--- config.mk ---
export PLATFORM = sky130hd
export DESIGN_NAME = sense_barrier
export DESIGN_NICKNAME = d
export VERILOG_FILES = /design/src/rtl/barrier_pkg.sv /design/src/rtl/barrier_sense_slot.sv /design/src/rtl/barrier_episode_ctrl.sv /design/src/rtl/sense_barrier.sv
export SDC_FILE = /design/constraint.sdc
export NUM_CORES = 1
export LEC_CHECK = 0
export CORE_UTILIZATION = 45
export CTS_CLUSTER_SIZE = 16
export DETAILED_ROUTE_END_ITERATION = 7
export GPL_TIMING_DRIVEN = 0
export PLACE_DENSITY = 0.76
export SYNTH_ARGS = -nofsm -noshare
export SYNTH_HDL_FRONTEND = slang
export SYNTH_SLANG_ARGS = --single-unit
--- constraint.sdc ---
create_clock -name clk -period 3.09 [get_ports clk]
set_input_delay 0.618 -clock clk [delete_from_list [all_inputs] [get_ports clk]]
set_output_delay 0.618 -clock clk [all_outputs]
set_load 0.05 [all_outputs]
--- src/rtl/barrier_pkg.sv ---
package barrier_pkg;

    // State held for one agent
    typedef struct packed {
        logic sense;   // local sense bit
        logic rel;     // release indication
    } slot_state_t;

endpackage

--- src/rtl/barrier_sense_slot.sv ---
module barrier_sense_slot
    import barrier_pkg::*;
(
    input  logic clk,
    input  logic rst_n,
    input  logic arrive_i,
    input  logic flag_i,
    input  logic complete_i,
    output logic accept_o,
    output logic sense_o,
    output logic release_o
);

    slot_state_t st_d, st_q;
    logic        accept;

    always_comb begin
        st_d   = st_q;
        // an agent is free to arrive only when its sense matches the flag
        accept = arrive_i && (st_q.sense == flag_i);
        if (accept) begin
            st_d.sense = ~st_q.sense;
        end
        if (complete_i) begin
            st_d.rel = 1'b1;
        end else if (accept) begin
            st_d.rel = 1'b0;
        end
    end

    always_ff @(posedge clk) begin
        if (!rst_n) begin
            st_q <= '0;
        end else begin
            st_q <= st_d;
        end
    end

    assign accept_o  = accept;
    assign sense_o   = st_q.sense;
    assign release_o = st_q.rel;

    // a waiting agent keeps its sense bit whatever it drives
    p_waiting_sense_stable_r3: assert property (@(posedge clk) disable iff (!rst_n)
        (st_q.sense != flag_i) |=> (st_q.sense == $past(st_q.sense)));

    // an accepted arrival inverts the sense bit
    p_accept_toggles_r2: assert property (@(posedge clk) disable iff (!rst_n)
        (arrive_i && (st_q.sense == flag_i)) |=> (st_q.sense != $past(st_q.sense)));

    // an arrival that does not complete the episode drops release
    p_release_clears_r6: assert property (@(posedge clk) disable iff (!rst_n)
        (accept && !complete_i) |=> !st_q.rel);

    // completion raises release
    p_release_sets_r6: assert property (@(posedge clk) disable iff (!rst_n)
        complete_i |=> st_q.rel);

endmodule

--- src/rtl/barrier_episode_ctrl.sv ---
module barrier_episode_ctrl #(
    parameter  int NUM_AGENTS = 4,
    localparam int CNT_W      = $clog2(NUM_AGENTS + 1),
    localparam int SUM_W      = $clog2(2 * NUM_AGENTS) + 1
) (
    input  logic                  clk,
    input  logic                  rst_n,
    input  logic [NUM_AGENTS-1:0] accept_i,
    output logic                  complete_o,
    output logic                  flag_o,
    output logic [CNT_W-1:0]      count_o
);

    typedef struct packed {
        logic             flag;
        logic [CNT_W-1:0] count;
    } episode_t;

    episode_t         ep_d, ep_q;
    logic [SUM_W-1:0] total;
    logic             complete;

    always_comb begin
        // every accepted arrival of this cycle is added at once
        total = SUM_W'(ep_q.count);
        for (int i = 0; i < NUM_AGENTS; i++) begin
            total = total + SUM_W'(accept_i[i]);
        end
        complete = (total == SUM_W'(NUM_AGENTS));
        ep_d     = ep_q;
        if (complete) begin
            ep_d.count = '0;
            ep_d.flag  = ~ep_q.flag;
        end else begin
            ep_d.count = CNT_W'(total);
        end
    end

    always_ff @(posedge clk) begin
        if (!rst_n) begin
            ep_q <= '0;
        end else begin
            ep_q <= ep_d;
        end
    end

    assign complete_o = complete;
    assign flag_o     = ep_q.flag;
    assign count_o    = ep_q.count;

    // count stays below the group size
    p_count_below_size_r8: assert property (@(posedge clk) disable iff (!rst_n)
        int'(ep_q.count) < NUM_AGENTS);

    // without completion the count grows by the accepted arrivals
    p_count_step_r4: assert property (@(posedge clk) disable iff (!rst_n)
        !complete |=> (int'(ep_q.count) == int'($past(ep_q.count)) + $countones($past(accept_i))));

    // completion inverts the flag and zeroes the count
    p_flag_flip_r5: assert property (@(posedge clk) disable iff (!rst_n)
        complete |=> ((ep_q.flag != $past(ep_q.flag)) && (ep_q.count == '0)));

    // the flag moves only on completion
    p_flag_hold_r5: assert property (@(posedge clk) disable iff (!rst_n)
        !complete |=> $stable(ep_q.flag));

endmodule

--- src/rtl/sense_barrier.sv ---
module sense_barrier #(
    parameter  int NUM_AGENTS = 4,
    localparam int CNT_W      = $clog2(NUM_AGENTS + 1)
) (
    input  logic                  clk,
    input  logic                  rst_n,
    input  logic [NUM_AGENTS-1:0] arrive_i,
    output logic [NUM_AGENTS-1:0] release_o,
    output logic [NUM_AGENTS-1:0] sense_o,
    output logic                  flag_o,
    output logic [CNT_W-1:0]      count_o
);

    logic [NUM_AGENTS-1:0] accept;
    logic                  complete;
    logic                  flag;

    for (genvar g = 0; g < NUM_AGENTS; g++) begin : g_slot
        barrier_sense_slot i_slot (
            .clk        (clk),
            .rst_n      (rst_n),
            .arrive_i   (arrive_i[g]),
            .flag_i     (flag),
            .complete_i (complete),
            .accept_o   (accept[g]),
            .sense_o    (sense_o[g]),
            .release_o  (release_o[g])
        );
    end

    barrier_episode_ctrl #(
        .NUM_AGENTS (NUM_AGENTS)
    ) i_episode (
        .clk        (clk),
        .rst_n      (rst_n),
        .accept_i   (accept),
        .complete_o (complete),
        .flag_o     (flag),
        .count_o    (count_o)
    );

    assign flag_o = flag;

    // nobody is still waiting once an episode completes
    p_all_released_r7: assert property (@(posedge clk) disable iff (!rst_n)
        complete |=> (sense_o == {NUM_AGENTS{flag_o}}));

    // a completing edge raises every release output
    p_release_all_r6: assert property (@(posedge clk) disable iff (!rst_n)
        complete |=> (release_o == {NUM_AGENTS{1'b1}}));

endmodule

==> results.cfg, run 1 <==
[synthesis]
synth_edf_count = 0
ys_ff_latch = 12
syn_avg_cell_area_sq_um = 10.4
yosysMostFrequentCell = dfxtp_1
ys_types = 20
synth_cells = 63
synth_sequential_area_ratio = 0.366
yosysWarnings = 0
synth_nets = 73
yosys-top-cells-area = dfxtp_1 (37%), fa_1 (9.2%), buf_4 (9.2%)
synthTopCellsByCount = dfxtp_1 (12), buf_4 (8), and2_1 (5), nand2_1 (5)
synth_top_area_frac = 0.366
yosys.area.top_type = dfxtp_1
async_flop_share = 0
synthFlopType = dfxtp_1
netlist_area_sq_um = 656

[sta]
tightest_slew_ps = 502
max-slew-margin-rel = 0.664
grt_setup_unrepaired = no
slew_viol_final = 0
fin_crit_sh = 0.959
period_needed_ps = 2960
skew_ps = 5.41
setup_viol = 0
fmax_ghz = 0.337
hold_viol = 0

[min_path]
min_path_type = flop to flop
whs_path_depth = 1
worstHoldStart = g_slot[3].i_slot.sense_o
worstHoldEndpoint = g_slot[3].i_slot.sense_o

[placement]
dp_hpwl_um = 928
gp_congestion = 0.706
io_buffer_count = 17
placed_area_sq_um = 846

[setup_path]
cp.arrival_ps = 3150
setup.worst_path.start_class = primary input
cp.required_ps = 3280
timing.rr.start = i_episode.flag_o
rrSetupSlack_ps = 150
critPathKind = primary input to flop
timing.rr.end = i_episode.flag_o
reg2reg_depth = 10
path_max_fanout = 6
end_kind = flop

[final_layout]
fin_nets = 95
fin_util = 0.656
drive_above_1_share = 0.205
area_growth_pct = 33.4
n_antenna_cell = 0
design_area_sq_um = 875
n_fill_cell = 119

[detailed_routing]
route.vias.total = 479
drt_iter0_drc = 3
vias_per_cell = 4.89
wl_um = 1160
wl_per_cell_um = 11.8
drt.antenna.violating_nets = 0
drc = 0
drtPass1Iterations = 4

[clock_tree]
path_clk_slew_ps = 60
cts_made_buffers = 3
root_buffer = clkbuf_4
cts.htree.levels = 1
cts_tree = built
clock_path_buffers = 2
cts_sinks = 12
clkLatencyLatePin_ps = 260

[die]
die-area_sq_mm = 0.00161
start_util = 0.492
coreArea_sq_mm = 0.00133
die_y_um = 40.2
core.rowCount = 13
num_io_pins = 18
die_w_um = 40.2

[grt]
grt.total_usage = 0.171
grt_pass1_vias = 413
grt_antenna_before_repair = 0
grt_max_degree = 11
overflow = 0
grt_pass1_wl_um = 1700

[job]
drv_cap = 0

[outcome]
outcome = finished clean
registers in the layout (all words and copies together) (netlist names):
register / flops
i_episode.flag_o: 1
g_slot.i_slot.sense_o: 4
i_episode.count_o: 3
g_slot.i_slot.release_o: 4
cells in the final DEF, fill, tap and decap left out, drive strengths merged:
cell type	instances
nor2b	1
xnor2	4
nor3b	1
o21a	4
inv	4
nand2b	1
dfxtp	12
and2	5
a21o	1
dlygate4sd2	3
ha	1
clkdlybuf4s50	14
fa	3
a2111oi	1
nand2	5
clkbuf	4
a21boi	4
xor2	1
mux2i	1
o211a	4
buf	9
timing repair:
action / in CTS / in global routing
hold buffers: 0 / 0
pin swaps: 3 / 0
gates cloned: 0 / 0
buffers inserted: 1 / 0
endpoints found under the setup margin: 6 / 4
resized for setup: 6 / 0
area by class of cell:
cell class	instances	area, sq um	share of cell area
multi-input cells	37	339	0.388
clock buffers	3	22.5	0.0258
well taps	15	18.8	0.0215
plain buffers	9	63.8	0.0730
flip-flops and latches	12	241	0.276
inverters	4	15.0	0.0172
repair buffers	18	174	0.199
worst max path at each step:
stage | startpoint | endpoint | slack (ps) | depth (start not counted)
6_report | arrive_i[3] | i_episode.flag_o | 130 | 10
5_1_grt | i_episode.flag_o | i_episode.flag_o | 20 | 10
4_1_cts | i_episode.flag_o | i_episode.flag_o | 60 | 11
3_5_place_dp | arrive_i[0] | i_episode.flag_o | -440 | 9
3_3_place_gp | arrive_i[0] | i_episode.flag_o | -390 | 9
2_1_floorplan | i_episode.flag_o | i_episode.flag_o | 50 | 10
metrics by stage:
stage	instances	worst slack [ps]	hold WS, ps	setup TNS [ps]
6_report	98	127	544	0
5_1_grt	98	21.0	578	0
4_1_cts	99	64.7	552	0
3_5_place_dp	95	-437	532	-2360
3_3_place_gp	95	-388	525	-2040
2_1_floorplan	63	50.5	514	0
critical path, stage by stage:
cell,delay (ps)
dlygate4sd2_1,260
and2_4,150
fa_1,580
fa_2,230
inv_1,50
fa_1,510
inv_1,70
a2111oi_4,300
buf_4,200
mux2i_1,170
logic make-up after synthesis:
kind of cell,share of synthesized area
AOI/OAI and AO/OA,0.206
xor gates and xnor gates,0.0668
adders and majority gates,0.111
buffers and inverters,0.128
DFF,0.366
muxes,0.0153
and+or+nand+nor,0.107
per-layer routing:
layer	part of all wire	wire length (um)	global-route usage
met5	0	0	0
met3	0.054	62	0.0833
met1	0.41	469	0.164
met2	0.54	624	0.319
met4	0	0	0.0500
Power of run 1 is not shown: default switching activity piles up to over one toggle a cycle in this logic, so the estimate is an artifact.
==> inputs of run 2 (changes only) <==
- CORE_AREA: unset -> 2 2 39 41
- CORE_UTILIZATION: 45 -> unset
- CTS_BUF_LIST: unset -> sky130_fd_sc_hd__clkbuf_2
- CTS_CLUSTER_DIAMETER: unset -> 40
- DIE_AREA: unset -> 0 0 41 43
- PLACE_DENSITY: 0.76 -> 0.82
- clock period: 3.09 -> 3.5 ns (I/O delays scaled with it)
==> run 2 against run 1 <==
  * Die area is 9.3% higher
  * Critical path depth fell by 1
  * Global-route usage decreased by 2.3 points
  * Worst setup slack improved by 93 ps
  * Worst hold slack better by 14 ps
  * Final cell count is 1.0% higher
  * Non-clock buffer count stayed put
  * Clock skew fell by 3.2 ps
  * Count of clock-buffer cells in the layout is the same
==> results.cfg, run 2 (synthesized netlist as in run 1, its figures left out) <==
[die]
start_util = 0.474
die_w_um = 41
die_y_um = 43
num_io_pins = 18
coreArea_sq_mm = 0.00138
core.rowCount = 14
die-area_sq_mm = 0.00176

[placement]
placed_area_sq_um = 846
io_buffer_count = 17
dp_hpwl_um = 850
gp_congestion = 0.669

[final_layout]
fin_nets = 95
layout_common_cells = clkdlybuf4s50_1 (17), dfxtp_1 (12), buf_4 (8)
n_antenna_cell = 0
drive_above_1_share = 0.157
design_area_sq_um = 861
area_growth_pct = 31.3
final_common_cell = clkdlybuf4s50_1

[setup_path]
path_max_fanout = 6
timing.rr.end = i_episode.flag_o
path_buf_inv = 2
setup.worst_path.start_class = primary input
critPathKind = primary input to flop
end_kind = flop
crit_family = adder cells
cp.required_ps = 3710
max_stage_delay_ps = 560
path_common_cell = fa_1
cpMaxStageDelayCell = fa_1
crit_cells = 9
crit_chain = clkdlybuf4s50_1, and2_1, fa_1, fa_1, inv_1, fa_1, xor2_1, a2111oi_4, mux2i_1
cp.arrival_ps = 3490
rrSetupSlack_ps = 450
reg2reg_depth = 10
timing.rr.start = i_episode.flag_o

[sta]
max-slew-margin-rel = 0.667
setup_viol = 0
whs_ps = 558
skew_ps = 2.24
fmax_ghz = 0.305
tightest_slew_ps = 498
hold_viol = 0
period_needed_ps = 3280
slew_viol_final = 0
grt_setup_unrepaired = no
fin_crit_sh = 0.937

[grt]
grt_pass1_vias = 436
overflow = 0
grt.total_usage = 0.148
grt_max_degree = 11
grt_antenna_before_repair = 0
grt_pass1_wl_um = 1700

[clock_tree]
root_buffer = clkbuf_2
cts_tree = built
cts_made_buffers = 3
post_cts_resized = 0
cts.htree.levels = 1
path_clk_slew_ps = 110
clock_path_buffers = 2
post-cts-setup-buffers = 0
holdBufCountCts = 0
cts_sinks = 12
clkLatencyLatePin_ps = 270

[detailed_routing]
wl_um = 1090
drt_iter0_drc = 3
drc = 0
wl_per_cell_um = 11.0
drtPass1Iterations = 4
drt.antenna.violating_nets = 0
route.vias.total = 478
vias_per_cell = 4.83

[min_path]
worstHoldEndpoint = g_slot[0].i_slot.sense_o
worstHoldStart = g_slot[0].i_slot.sense_o
whs_path_depth = 1
min_path_type = flop to flop

[outcome]
outcome = finished clean

[job]
drv_cap = 0
-- run 2: worst register-to-register path, delay by kind of cell (launching register included) --
| kind | cells | cell delay [ps] |
|---|---|---|
| buffers and inverters | 2 | 290 |
| adder cells (fa/ha/maj) | 3 | 1140 |
| flip-flops | 1 | 330 |
| XOR/XNOR | 2 | 290 |
| multiplexers | 1 | 230 |
| AO/OA/AOI/OAI | 1 | 530 |
| AND/OR/NAND/NOR | 1 | 180 |
-- run 2: worst max path at each step --
stage,start,end,slack [ps]
global placement,arrive_i[0],i_episode.flag_o,-30
finish,arrive_i[0],i_episode.flag_o,220
detailed placement,arrive_i[0],i_episode.flag_o,-80
global route,arrive_i[0],i_episode.flag_o,120
CTS,arrive_i[0],i_episode.flag_o,210
floorplan,i_episode.flag_o,i_episode.flag_o,290
-- run 2: per-layer routing --
layer | part of all wire | GRT usage | up-vias
li1 | - | - | 240
met1 | 0.42 | 0.157 | 218
met2 | 0.47 | 0.222 | 15
met3 | 0.069 | 0.0524 | 5
met4 | 0.040 | 0.120 | 0
met5 | 0 | 0 | -
-- run 2: per-stage QoR --
stage	setup TNS (ps)	util	std cells	setup WS, ps
final	0	0.622	99	220
after global routing	0	0.622	99	119
after CTS	0	0.622	99	206
after detailed placement	-241	0.611	96	-79.8
after global placement	-25.3	0.611	96	-25.3
after floorplan	0	-	63	290
-- run 2: final cells by class --
| cell class | instances | area (sq um) |
|---|---|---|
| Buffer | 10 | 68.8 |
| Multi-Input combinational cell | 37 | 332 |
| Tap cell | 16 | 20.0 |
| Clock buffer | 3 | 15.0 |
| Sequential cell | 12 | 240 |
| Fill cell | 125 | 523 |
| Inverter | 4 | 15.0 |
| Timing Repair Buffer | 17 | 170 |
Power of run 2 is left out for the same reason.
